**src/rtl/mdio_pkg.sv**
```systemverilog
// Shared constants, sequencer state type and frame-word builder for the
// management-bus master. Assumes 5-bit PHY/device fields and 16-bit payloads.
package mdio_pkg;

    typedef enum logic [1:0] {
        SQ_IDLE,
        SQ_ADDR,
        SQ_GAP,
        SQ_LAST
    } seq_state_t;

    localparam logic [1:0] ST_SHORT   = 2'b01;
    localparam logic [1:0] ST_EXT     = 2'b00;
    localparam logic [1:0] OP_EXT_ADR = 2'b00;
    localparam logic [1:0] OP_WRITE   = 2'b01;
    localparam logic [1:0] OP_SHORT_RD = 2'b10;
    localparam logic [1:0] OP_EXT_RD  = 2'b11;
    localparam logic [1:0] TA_DRIVEN  = 2'b10;

    // Assemble the 32 bits that follow the preamble, MSB sent first.
    function automatic logic [31:0] mk_frame(
        input logic [1:0]  st,
        input logic [1:0]  op,
        input logic [4:0]  pa,
        input logic [4:0]  ra,
        input logic [15:0] pl
    );
        return {st, op, pa, ra, TA_DRIVEN, pl};
    endfunction

endpackage

```
**src/rtl/mdio_clkgen.sv**
```systemverilog
// Half-period tick generator for MDC. Emits one tick every (sel+1)*DIV_UNIT
// clk cycles while run is high; restart realigns the count to zero.
module mdio_clkgen #(
    parameter int DIV_UNIT = 1
) (
    input  logic       clk,
    input  logic       rst_n,
    input  logic       run,
    input  logic       restart,
    input  logic [3:0] sel,
    output logic       tick
);
    localparam int CW = $clog2(16 * DIV_UNIT + 1);

    logic [CW-1:0] cnt_q;
    logic [CW-1:0] lim;

    // Terminal count for the selected half period.
    assign lim  = CW'((32'(sel) + 32'd1) * 32'(DIV_UNIT) - 32'd1);
    assign tick = run && !restart && (cnt_q == lim);

    // Free-running half-period counter, held at zero when idle or realigned.
    always_ff @(posedge clk) begin
        if (!rst_n)                 cnt_q <= '0;
        else if (!run || restart)   cnt_q <= '0;
        else if (cnt_q == lim)      cnt_q <= '0;
        else                        cnt_q <= cnt_q + 1'b1;
    end
endmodule

```
**src/rtl/mdio_frame.sv**
```systemverilog
// Serialises one management frame: PRE_LEN preamble ones followed by a
// 32-bit word. MDC rises and falls on alternate ticks; data changes with the
// falling half. For reads the pin is released from the turnaround on and the
// 16 payload bits are sampled on rising ticks.
module mdio_frame #(
    parameter int PRE_LEN = 32
) (
    input  logic        clk,
    input  logic        rst_n,
    input  logic        start,
    input  logic [31:0] word,
    input  logic        is_read,
    input  logic        tick,
    input  logic        mdio_i,
    output logic        active,
    output logic        mdc,
    output logic        mdio_o,
    output logic        mdio_oe,
    output logic        done,
    output logic [15:0] rdata
);
    localparam int NB = PRE_LEN + 32;
    localparam int IW = $clog2(NB);
    localparam logic [IW-1:0] LAST_IDX = IW'(NB - 1);
    localparam logic [IW-1:0] BODY_IDX = IW'(PRE_LEN);
    localparam logic [IW-1:0] TA_IDX   = IW'(PRE_LEN + 14);
    localparam logic [IW-1:0] DAT_IDX  = IW'(PRE_LEN + 16);

    logic          act_q, mdc_q, rd_q;
    logic [IW-1:0] idx_q;
    logic [31:0]   sh_q;
    logic [15:0]   cap_q;
    logic          at_last;

    assign at_last = (idx_q == LAST_IDX);
    assign done    = act_q && tick && mdc_q && at_last;
    assign active  = act_q;
    assign mdc     = mdc_q;
    assign rdata   = cap_q;
    // Current bit: preamble ones, then the word MSB first.
    assign mdio_o  = act_q && ((idx_q < BODY_IDX) ? 1'b1 : sh_q[31]);
    // Drive everywhere except the turnaround and data of a read.
    assign mdio_oe = act_q && !(rd_q && (idx_q >= TA_IDX));

    // Bit sequencing, MDC level, shifting and read capture.
    always_ff @(posedge clk) begin
        if (!rst_n) begin
            act_q <= 1'b0;
            mdc_q <= 1'b0;
            rd_q  <= 1'b0;
            idx_q <= '0;
            sh_q  <= '0;
            cap_q <= '0;
        end else if (start) begin
            act_q <= 1'b1;
            mdc_q <= 1'b0;
            rd_q  <= is_read;
            idx_q <= '0;
            sh_q  <= word;
        end else if (act_q && tick) begin
            if (!mdc_q) begin
                mdc_q <= 1'b1;
                if (rd_q && (idx_q >= DAT_IDX))
                    cap_q <= {cap_q[14:0], mdio_i};
            end else begin
                mdc_q <= 1'b0;
                if (at_last) begin
                    act_q <= 1'b0;
                end else begin
                    idx_q <= idx_q + 1'b1;
                    if (idx_q >= BODY_IDX)
                        sh_q <= {sh_q[30:0], 1'b0};
                end
            end
        end
    end
endmodule

```
**src/rtl/mdio_master.sv**
```systemverilog
// Register-controlled management-bus master. Holds the command and data
// registers, accepts a command only while idle, and sequences one short-format
// frame or an extended address frame, an idle MDC period and a data frame.
// Assumes software loads the data register before the command register.
module mdio_master #(
    parameter int DIV_UNIT = 1,
    parameter int PRE_LEN  = 32
) (
    input  logic        clk,
    input  logic        rst_n,
    input  logic        reg_wr,
    input  logic        reg_sel,
    input  logic [31:0] reg_wdata,
    output logic [31:0] cmd_q,
    output logic [31:0] data_q,
    output logic        mdc,
    output logic        mdio_o,
    output logic        mdio_oe,
    input  logic        mdio_i
);
    import mdio_pkg::*;

    logic [31:0] cmd_r, data_r;
    seq_state_t  st_q;
    logic        fr_start_q, gap_q;
    logic        tick, fr_active, fr_done, fr_rd;
    logic [15:0] fr_rdata;
    logic [31:0] fr_word;
    logic        busy, ext, rd, wr_cmd, wr_dat;
    logic [4:0]  phy, regdev;

    assign busy   = cmd_r[0];
    assign ext    = cmd_r[1];
    assign rd     = (cmd_r[3:2] == 2'b11);
    assign phy    = cmd_r[25:21];
    assign regdev = cmd_r[20:16];
    assign wr_cmd = reg_wr && reg_sel && !busy;
    assign wr_dat = reg_wr && !reg_sel && !busy;
    assign fr_rd  = (st_q == SQ_LAST) && rd;
    assign cmd_q  = cmd_r;
    assign data_q = data_r;

    // Pick the frame word for the state about to be sent.
    always_comb begin
        if (st_q == SQ_ADDR)
            fr_word = mk_frame(ST_EXT, OP_EXT_ADR, phy, regdev, data_r[31:16]);
        else if (ext)
            fr_word = mk_frame(ST_EXT, rd ? OP_EXT_RD : OP_WRITE, phy, regdev, data_r[15:0]);
        else
            fr_word = mk_frame(ST_SHORT, rd ? OP_SHORT_RD : OP_WRITE, phy, regdev, data_r[15:0]);
    end

    // Register writes and transaction sequencing.
    always_ff @(posedge clk) begin
        if (!rst_n) begin
            cmd_r      <= '0;
            data_r     <= '0;
            st_q       <= SQ_IDLE;
            fr_start_q <= 1'b0;
            gap_q      <= 1'b0;
        end else begin
            fr_start_q <= 1'b0;
            if (wr_dat) data_r <= reg_wdata;
            case (st_q)
                SQ_IDLE: begin
                    if (wr_cmd) begin
                        cmd_r <= reg_wdata;
                        if (reg_wdata[0]) begin
                            st_q       <= reg_wdata[1] ? SQ_ADDR : SQ_LAST;
                            fr_start_q <= 1'b1;
                        end
                    end
                end
                SQ_ADDR: begin
                    if (fr_done) begin
                        st_q  <= SQ_GAP;
                        gap_q <= 1'b0;
                    end
                end
                SQ_GAP: begin
                    if (tick) begin
                        gap_q <= 1'b1;
                        if (gap_q) begin
                            st_q       <= SQ_LAST;
                            fr_start_q <= 1'b1;
                        end
                    end
                end
                SQ_LAST: begin
                    if (fr_done) begin
                        st_q     <= SQ_IDLE;
                        cmd_r[0] <= 1'b0;
                        if (rd) data_r[15:0] <= fr_rdata;
                    end
                end
                default: st_q <= SQ_IDLE;
            endcase
        end
    end

    mdio_clkgen #(.DIV_UNIT(DIV_UNIT)) u_clk (
        .clk     (clk),
        .rst_n   (rst_n),
        .run     (fr_active || (st_q == SQ_GAP)),
        .restart (fr_start_q),
        .sel     (cmd_r[11:8]),
        .tick    (tick)
    );

    mdio_frame #(.PRE_LEN(PRE_LEN)) u_frame (
        .clk     (clk),
        .rst_n   (rst_n),
        .start   (fr_start_q),
        .word    (fr_word),
        .is_read (fr_rd),
        .tick    (tick),
        .mdio_i  (mdio_i),
        .active  (fr_active),
        .mdc     (mdc),
        .mdio_o  (mdio_o),
        .mdio_oe (mdio_oe),
        .done    (fr_done),
        .rdata   (fr_rdata)
    );
endmodule

```
**config.mk**
```make
export PLATFORM = sky130hd
export DESIGN_NAME = mdio_master
export DESIGN_NICKNAME = d
export VERILOG_FILES = /design/src/rtl/mdio_pkg.sv /design/src/rtl/mdio_clkgen.sv /design/src/rtl/mdio_frame.sv /design/src/rtl/mdio_master.sv
export SDC_FILE = /design/constraint.sdc
export NUM_CORES = 1
export LEC_CHECK = 0
export CORE_UTILIZATION = 45
export CTS_BUF_LIST = sky130_fd_sc_hd__clkbuf_8 sky130_fd_sc_hd__clkbuf_16
export DETAILED_ROUTE_END_ITERATION = 6
export PLACE_DENSITY = 0.69
export SLEW_MARGIN = 20
export SYNTH_ARGS = -nofsm -noshare
export SYNTH_HDL_FRONTEND = slang
export SYNTH_SLANG_ARGS = --single-unit
```
**constraint.sdc**
```tcl
create_clock -name clk -period 2.6 [get_ports clk]
set_input_delay 0.78 -clock clk [delete_from_list [all_inputs] [get_ports clk]]
set_output_delay 0.78 -clock clk [all_outputs]
set_load 0.03 [all_outputs]
```
==> flow_summary.toml, run 1 <==
[global_route]
grt_start_max_net_pins = 72
globalRouteTotalUtil_pct = 25.3
grt_antenna_before_repair = 0
grt_pass1_wl_mm = 24.7
globalRouteOverflowTotal = 0
number_of_global_route_vias_before_repair = 4823

[timing]
period_minus_ws_final_ns = 2.47
tns_ns = 0
setup_viol = 0
max_clock_freq_mhz = 405
clock_tree_skew_after_final_layout_ns = 0.0128
timing_worst_slew_pin_value_ns = 0.534
rsz0062_at_grt = "false"
hold_viol_final = 0
ratio_of_final_minimum_period_to_clock_period_pct = 95.0
slew_headroom_pct = 64.3
slew_viol_final = 0

[routing]
avgViaCountPerCell = 5.67
post-route-drc-count = 1
avgRoutedWirePerCell_um = 17.4
number_of_nets_with_antenna_violations_after_routing = 0
dr_total_vias = 5088
initial_drt_pass_iterations = 7
routed_wirelength_mm = 15.6
detailedRoute.firstIterationViolations = 373

[clocking]
clock_latency_ns = 0.42
cts_post_setup_buffers_inserted = 0
tritoncts = "done"
path_clk_slew_ns = 0.05
cts-htree-levels = 4
cts-buffers-inserted = 17
clock_tree.buffer_depth = 2
cts.root.buffer_cell = "sky130_fd_sc_hd__clkbuf_16"
ctsHoldBuffers = 0
clkSinkCount = 130

[synthesis]
async_reset_ff_share_pct = 0
synthesis.area_per_instance_sq_um = 8.38
synth.most_common_cell = "sky130_fd_sc_hd__nand2_1"
yosysWarnings = 0
syn_inst = 653
yosysSeqAreaShare_pct = 47.5
main_area_contributors_after_synthesis = "sky130_fd_sc_hd__dfxtp_1 48%, sky130_fd_sc_hd__nand2_1 9.5%, sky130_fd_sc_hd__a21oi_1 8.8%, sky130_fd_sc_hd__mux2i_1 6.4%, sky130_fd_sc_hd__o21ai_0 4.6%"
yosys_most_used_dff = "sky130_fd_sc_hd__dfxtp_1"
synthTopCellsByCount = "139 x sky130_fd_sc_hd__nand2_1, 130 x sky130_fd_sc_hd__dfxtp_1, 96 x sky130_fd_sc_hd__a21oi_1"
synth_enable_flop_cells = 0
synth_seq_cells = 130
yosys.cell_types.count = 40
mappedNetlistArea_sq_um = 5480
synth_top_area_cell = "sky130_fd_sc_hd__dfxtp_1"
synth_top_area_share_pct = 47.5
mappedNetlistNets = 696

[worst_setup_path]
critical_path_peak_fanout = 4
crit_arrival_ns = 1.69
crit_path_end_kind = "output port"
criticalPathCategory = "reg -> out"
timing.critical_path.from_type = "flop"
crit_required_ns = 1.82

[pwr]
leakagePower_nw = 2.81
vdd.ir_drop.worst_uv = 479
power.density_cell_area_nw_per_um2 = 773

[floorplanning]
placement_rows = 39
die_w_um = 112
die-height_um = 112
dieArea_sq_um = 12600
core_sq_um = 11600
num_io_pins = 104
floorplan.initialDensity_pct = 47.1

[placement]
dpl.hpwl_mm = 10.7
portBuffers = 103
rd_place_congestion = 0.854
placed_cells_incl_taps = 868

[cells_and_area]
layout_cell_share_with_drive_strength_beyond_1_pct = 8.89
stdcell_count = 897
syn2layout_area_growth_pct = 32.0
antenna_cells = 0
nets = 787

[hold_path]
worstHoldPathType = "reg -> reg"

[job]
max_cap_violations = 0

[outcome]
failing_checks = "DRC"
outcome = "finished with violations"
path summary, 6_finish.rpt:
path                            slack (ns)  cells past startpoint                to             start
worst min-delay path                  0.45                      2  u_frame.sh_q[28]  u_frame.sh_q[28]
worst min register to register        0.45                      2  u_frame.sh_q[28]  u_frame.sh_q[28]
worst max-delay path                  0.13                      3            mdio_o    u_frame.active
worst max register to register        0.37                      5  u_frame.idx_q[5]         cmd_q[10]
placed cells by master (no fill, tap or decap), types with 2 or more instances in the layout:
cell type                         count
sky130_fd_sc_hd__xor2_1               5
sky130_fd_sc_hd__a31oi_1              5
sky130_fd_sc_hd__ha_1                 6
sky130_fd_sc_hd__clkinvlp_4           2
sky130_fd_sc_hd__mux2i_1             35
sky130_fd_sc_hd__o211ai_1             3
sky130_fd_sc_hd__o21ai_0             50
sky130_fd_sc_hd__nor2_1              32
sky130_fd_sc_hd__buf_4               16
sky130_fd_sc_hd__a21oi_1             96
sky130_fd_sc_hd__dfxtp_1            130
sky130_fd_sc_hd__nand3_1             12
sky130_fd_sc_hd__nand2_1            139
sky130_fd_sc_hd__clkbuf_16           17
sky130_fd_sc_hd__or4_1                4
sky130_fd_sc_hd__clkbuf_8             5
sky130_fd_sc_hd__o311a_1             16
sky130_fd_sc_hd__nand2b_1             3
sky130_fd_sc_hd__and3_1               3
sky130_fd_sc_hd__xnor2_1              3
sky130_fd_sc_hd__or2_2                2
sky130_fd_sc_hd__a211oi_1             7
sky130_fd_sc_hd__mux2_2              16
sky130_fd_sc_hd__buf_12               3
sky130_fd_sc_hd__inv_1               11
sky130_fd_sc_hd__nor2b_1              4
sky130_fd_sc_hd__clkdlybuf4s50_1    102
sky130_fd_sc_hd__nor3_1               7
sky130_fd_sc_hd__nand4_1              3
cell families (layout without fill, tap and decap cells):
family,Yosys count,in the layout,synth area share [%]
multiplexers,51,51,9.69
XOR/XNOR,8,8,1.28
buffers and inverters,59,160,4.09
AND/OR/NAND/NOR,214,214,16.5
AO/OA/AOI/OAI,185,185,19.5
adder cells (fa/ha/maj),6,6,1.37
flip-flops,130,130,47.5
worst max-delay path, cell delays in order (launching register included):
cell                              delay, ns
sky130_fd_sc_hd__dfxtp_1               0.36
sky130_fd_sc_hd__inv_1                 0.09
sky130_fd_sc_hd__a21oi_1               0.14
sky130_fd_sc_hd__clkdlybuf4s50_1       0.69
area by class of cell:
class | count | area, sq um
fill | 1017 | 4380
multi-input combinational | 464 | 2650
sequential | 130 | 2600
timing repair buffer | 122 | 1210
clock buffer | 22 | 494
tap | 143 | 179
clock inverter | 7 | 61.3
inverter | 9 | 33.8
registers in the layout (all words and copies together) (netlist names):
name,count
u_clk.cnt_q,5
cmd_q,32
st_q,2
fr_start_q,1
u_frame.rdata,16
u_frame.idx_q,6
data_q,32
u_frame.mdc,1
gap_q,1
u_frame.sh_q,32
u_frame.active,1
u_frame.rd_q,1
per-layer routing:
layer / up-vias / track usage, % / routed length, um
met5: - / 0 / 0
met4: 0 / 11.9 / 365
met3: 32 / 5.83 / 898
met2: 172 / 40.4 / 7300
met1: 2425 / 32.5 / 7050
li1: 2459 / - / -
repair_timing:
item                                    CTS  global route
hold endpoints to repair                  0             0
resized for setup                         1             0
endpoints found under the setup margin    1             0
per-stage QoR:
stage | worst slack (ns) | total power [mW] | hold slack, ns | area (sq um) | utilization [%]
4_1_cts | 0.120 | 5.61 | 0.448 | 7230 | 62.2
3_5_place_dp | 0.241 | 3.39 | 0.440 | 6680 | 57.5
3_3_place_gp | 0.299 | 3.36 | 0.436 | 6680 | 57.5
5_1_grt | 0.0612 | 5.79 | 0.475 | 7230 | 62.2
6_report | 0.130 | 5.59 | 0.447 | 7230 | 62.2
2_1_floorplan | 0.267 | 2.95 | 0.428 | 5480 | -
report_power, final:
part | internal (mW) | total, mW | switching, mW
sequential | 2.13 | 2.24 | 0.111
combinational | 0.461 | 1.12 | 0.657
clock | 1.41 | 2.23 | 0.817
total | 4.00 | 5.59 | 1.59
Note: power is estimated with default switching activity, not from simulation.
==> run 2, diff against run 1 <==
--- a/config.mk
+++ b/config.mk
@@ -5,6 +5,7 @@
 export SDC_FILE = /design/constraint.sdc
 export NUM_CORES = 1
 export LEC_CHECK = 0
+export CORE_ASPECT_RATIO = 1.75
 export CORE_UTILIZATION = 45
 export CTS_BUF_LIST = sky130_fd_sc_hd__clkbuf_8 sky130_fd_sc_hd__clkbuf_16
 export DETAILED_ROUTE_END_ITERATION = 6
==> constraint.sdc (replaced) <==
create_clock -name clk -period 3.15 [get_ports clk]
set_input_delay 0.945 -clock clk [delete_from_list [all_inputs] [get_ports clk]]
set_output_delay 0.945 -clock clk [all_outputs]
set_load 0.03 [all_outputs]
==> flow_summary.toml, run 2 (synthesis gave the netlist of run 1 again) <==
[global_route]
grt_start_max_net_pins = 72
grt_pass1_wl_mm = 24.4
grt_antenna_before_repair = 0
number_of_global_route_vias_before_repair = 4762
globalRouteTotalUtil_pct = 25.0
globalRouteOverflowTotal = 0

[routing]
avgViaCountPerCell = 5.64
detailedRoute.firstIterationViolations = 375
dr_total_vias = 4989
avgRoutedWirePerCell_um = 17.4
routed_wirelength_mm = 15.4
post-route-drc-count = 0
initial_drt_pass_iterations = 6
number_of_nets_with_antenna_violations_after_routing = 0

[timing]
setup_viol = 0
rsz0062_at_grt = "false"
max_clock_freq_mhz = 358
slew_viol_final = 0
slew_headroom_pct = 30.4
clock_tree_skew_after_final_layout_ns = 0.00740
hold_viol_final = 0
tns_ns = 0
period_minus_ws_final_ns = 2.79
ratio_of_final_minimum_period_to_clock_period_pct = 88.7
timing_worst_slew_pin_value_ns = 1.04

[worst_setup_path]
crit_path_end_kind = "output port"
critical_path.slowest_cell = "sky130_fd_sc_hd__clkdlybuf4s50_1"
critical_path_peak_fanout = 5
crit_arrival_ns = 1.85
critical_path.max_stage_delay_ns = 0.69
path_cells = "a31o_2 -> a31oi_1 -> clkdlybuf4s50_1"
timing.critical_path.from_type = "flop"
crit_required_ns = 2.20
criticalPathCategory = "reg -> out"

[clocking]
clkSinkCount = 130
cts_post_setup_buffers_inserted = 0
clock_tree.buffer_depth = 2
cts-htree-levels = 4
ctsHoldBuffers = 0
clock_latency_ns = 0.41
tritoncts = "done"
path_clk_slew_ns = 0.05
cts.root.buffer_cell = "sky130_fd_sc_hd__clkbuf_16"
cts-buffers-inserted = 17
ctsResizeCount = 0

[outcome]
outcome = "finished clean"

[pwr]
power_frac_seq_pct = 39.4
power.internal_mw = 3.38
power_switching_share_pct = 27.9
p_switching_mw = 1.31
power.density_cell_area_nw_per_um2 = 652
power_frac_clock_pct = 41.1
vdd.ir_drop.worst_uv = 393
p_total_mw = 4.69
leakagePower_nw = 2.78
share_comb_of_total_power_pct = 19.6

[floorplanning]
die-height_um = 148
core_sq_um = 11900
floorplan.initialDensity_pct = 45.9
die_w_um = 85.4
dieArea_sq_um = 12600
placement_rows = 53
num_io_pins = 104

[cells_and_area]
syn2layout_area_growth_pct = 31.4
stdcell_count = 885
most-common-layout-cells = "139 x sky130_fd_sc_hd__nand2_1, 130 x sky130_fd_sc_hd__dfxtp_1, 103 x sky130_fd_sc_hd__clkdlybuf4s50_1, 96 x sky130_fd_sc_hd__a21oi_1, 50 x sky130_fd_sc_hd__o21ai_0"
nets = 782
layout.cells.most_common = "sky130_fd_sc_hd__nand2_1"
layout_cell_share_with_drive_strength_beyond_1_pct = 8.42
fillerInstances = 1062
antenna_cells = 0

[placement]
dpl.hpwl_mm = 10.7
placed_cells_incl_taps = 857
portBuffers = 103
rd_place_congestion = 0.832

[hold_path]
worstHoldPathType = "reg -> reg"

[job]
max_cap_violations = 0
==> run 2: per-stage QoR <==
step / utilization [%] / hold slack [ns] / setup slack, ns / instance area (sq um)
final: 60.3 / 0.451 / 0.355 / 7190
after global routing: 60.3 / 0.471 / 0.288 / 7190
after CTS: 60.3 / 0.452 / 0.348 / 7190
after detailed placement: 55.4 / 0.444 / 0.524 / 6620
after global placement: 55.4 / 0.436 / 0.554 / 6620
after floorplan: - / 0.428 / 0.785 / 5480
==> run 2: critical path, delay by kind of cell (launching register included) <==
kind / cells / cell delay [ns]
flops: 1 / 0.34
compound gates: 2 / 0.41
buf+inv: 1 / 0.69
==> run 2: power groups by stage <==
stage               logic (mW)  registers (mW)  clock network, mW
floorplan                0.438            2.00                  0
global placement         0.897            1.88                  0
detailed placement       0.910            1.88                  0
CTS                      0.919            1.85               1.94
global route             0.991            1.86               2.03
finish                   0.919            1.85               1.93
==> run 2: final timing paths <==
kind | from | end | slack [ns] | cells after the start
max reg2reg | u_clk.cnt_q[2] | u_frame.idx_q[5] | 0.81 | 5
max | u_frame.idx_q[3] | mdio_oe | 0.36 | 3
min | u_frame.sh_q[30] | u_frame.sh_q[30] | 0.45 | 2
min reg2reg | u_frame.sh_q[30] | u_frame.sh_q[30] | 0.45 | 2
==> run 2: area by class of cell <==
type                    instances  area, sq um  share of cell area [%]
inverters                       9         33.8                   0.470
clock buffers                  22          494                    6.87
repair buffers                117         1160                    16.1
well taps                     137          171                    2.38
flip-flops and latches        130         2600                    36.2
clock inverters                 6         81.3                    1.13
multi-input cells             464         2650                    36.8
==> run 2: layer usage <==
| layer | track usage [%] | wire length (um) |
|---|---|---|
| met2 | 44.8 | 8290 |
| met5 | 0 | 0 |
| met4 | 10.7 | 391 |
| met1 | 28.6 | 6170 |
| met3 | 4.86 | 561 |
==> run 3, diff against run 2 <==
--- a/config.mk
+++ b/config.mk
@@ -10,6 +10,7 @@
 export CTS_BUF_LIST = sky130_fd_sc_hd__clkbuf_8 sky130_fd_sc_hd__clkbuf_16
 export DETAILED_ROUTE_END_ITERATION = 6
 export PLACE_DENSITY = 0.69
+export SETUP_SLACK_MARGIN = 0.1
 export SLEW_MARGIN = 20
 export SYNTH_ARGS = -nofsm -noshare
 export SYNTH_HDL_FRONTEND = slang
==> results of run 3 <==
The final DEF is identical to that of run 2; final timing and power are the same.
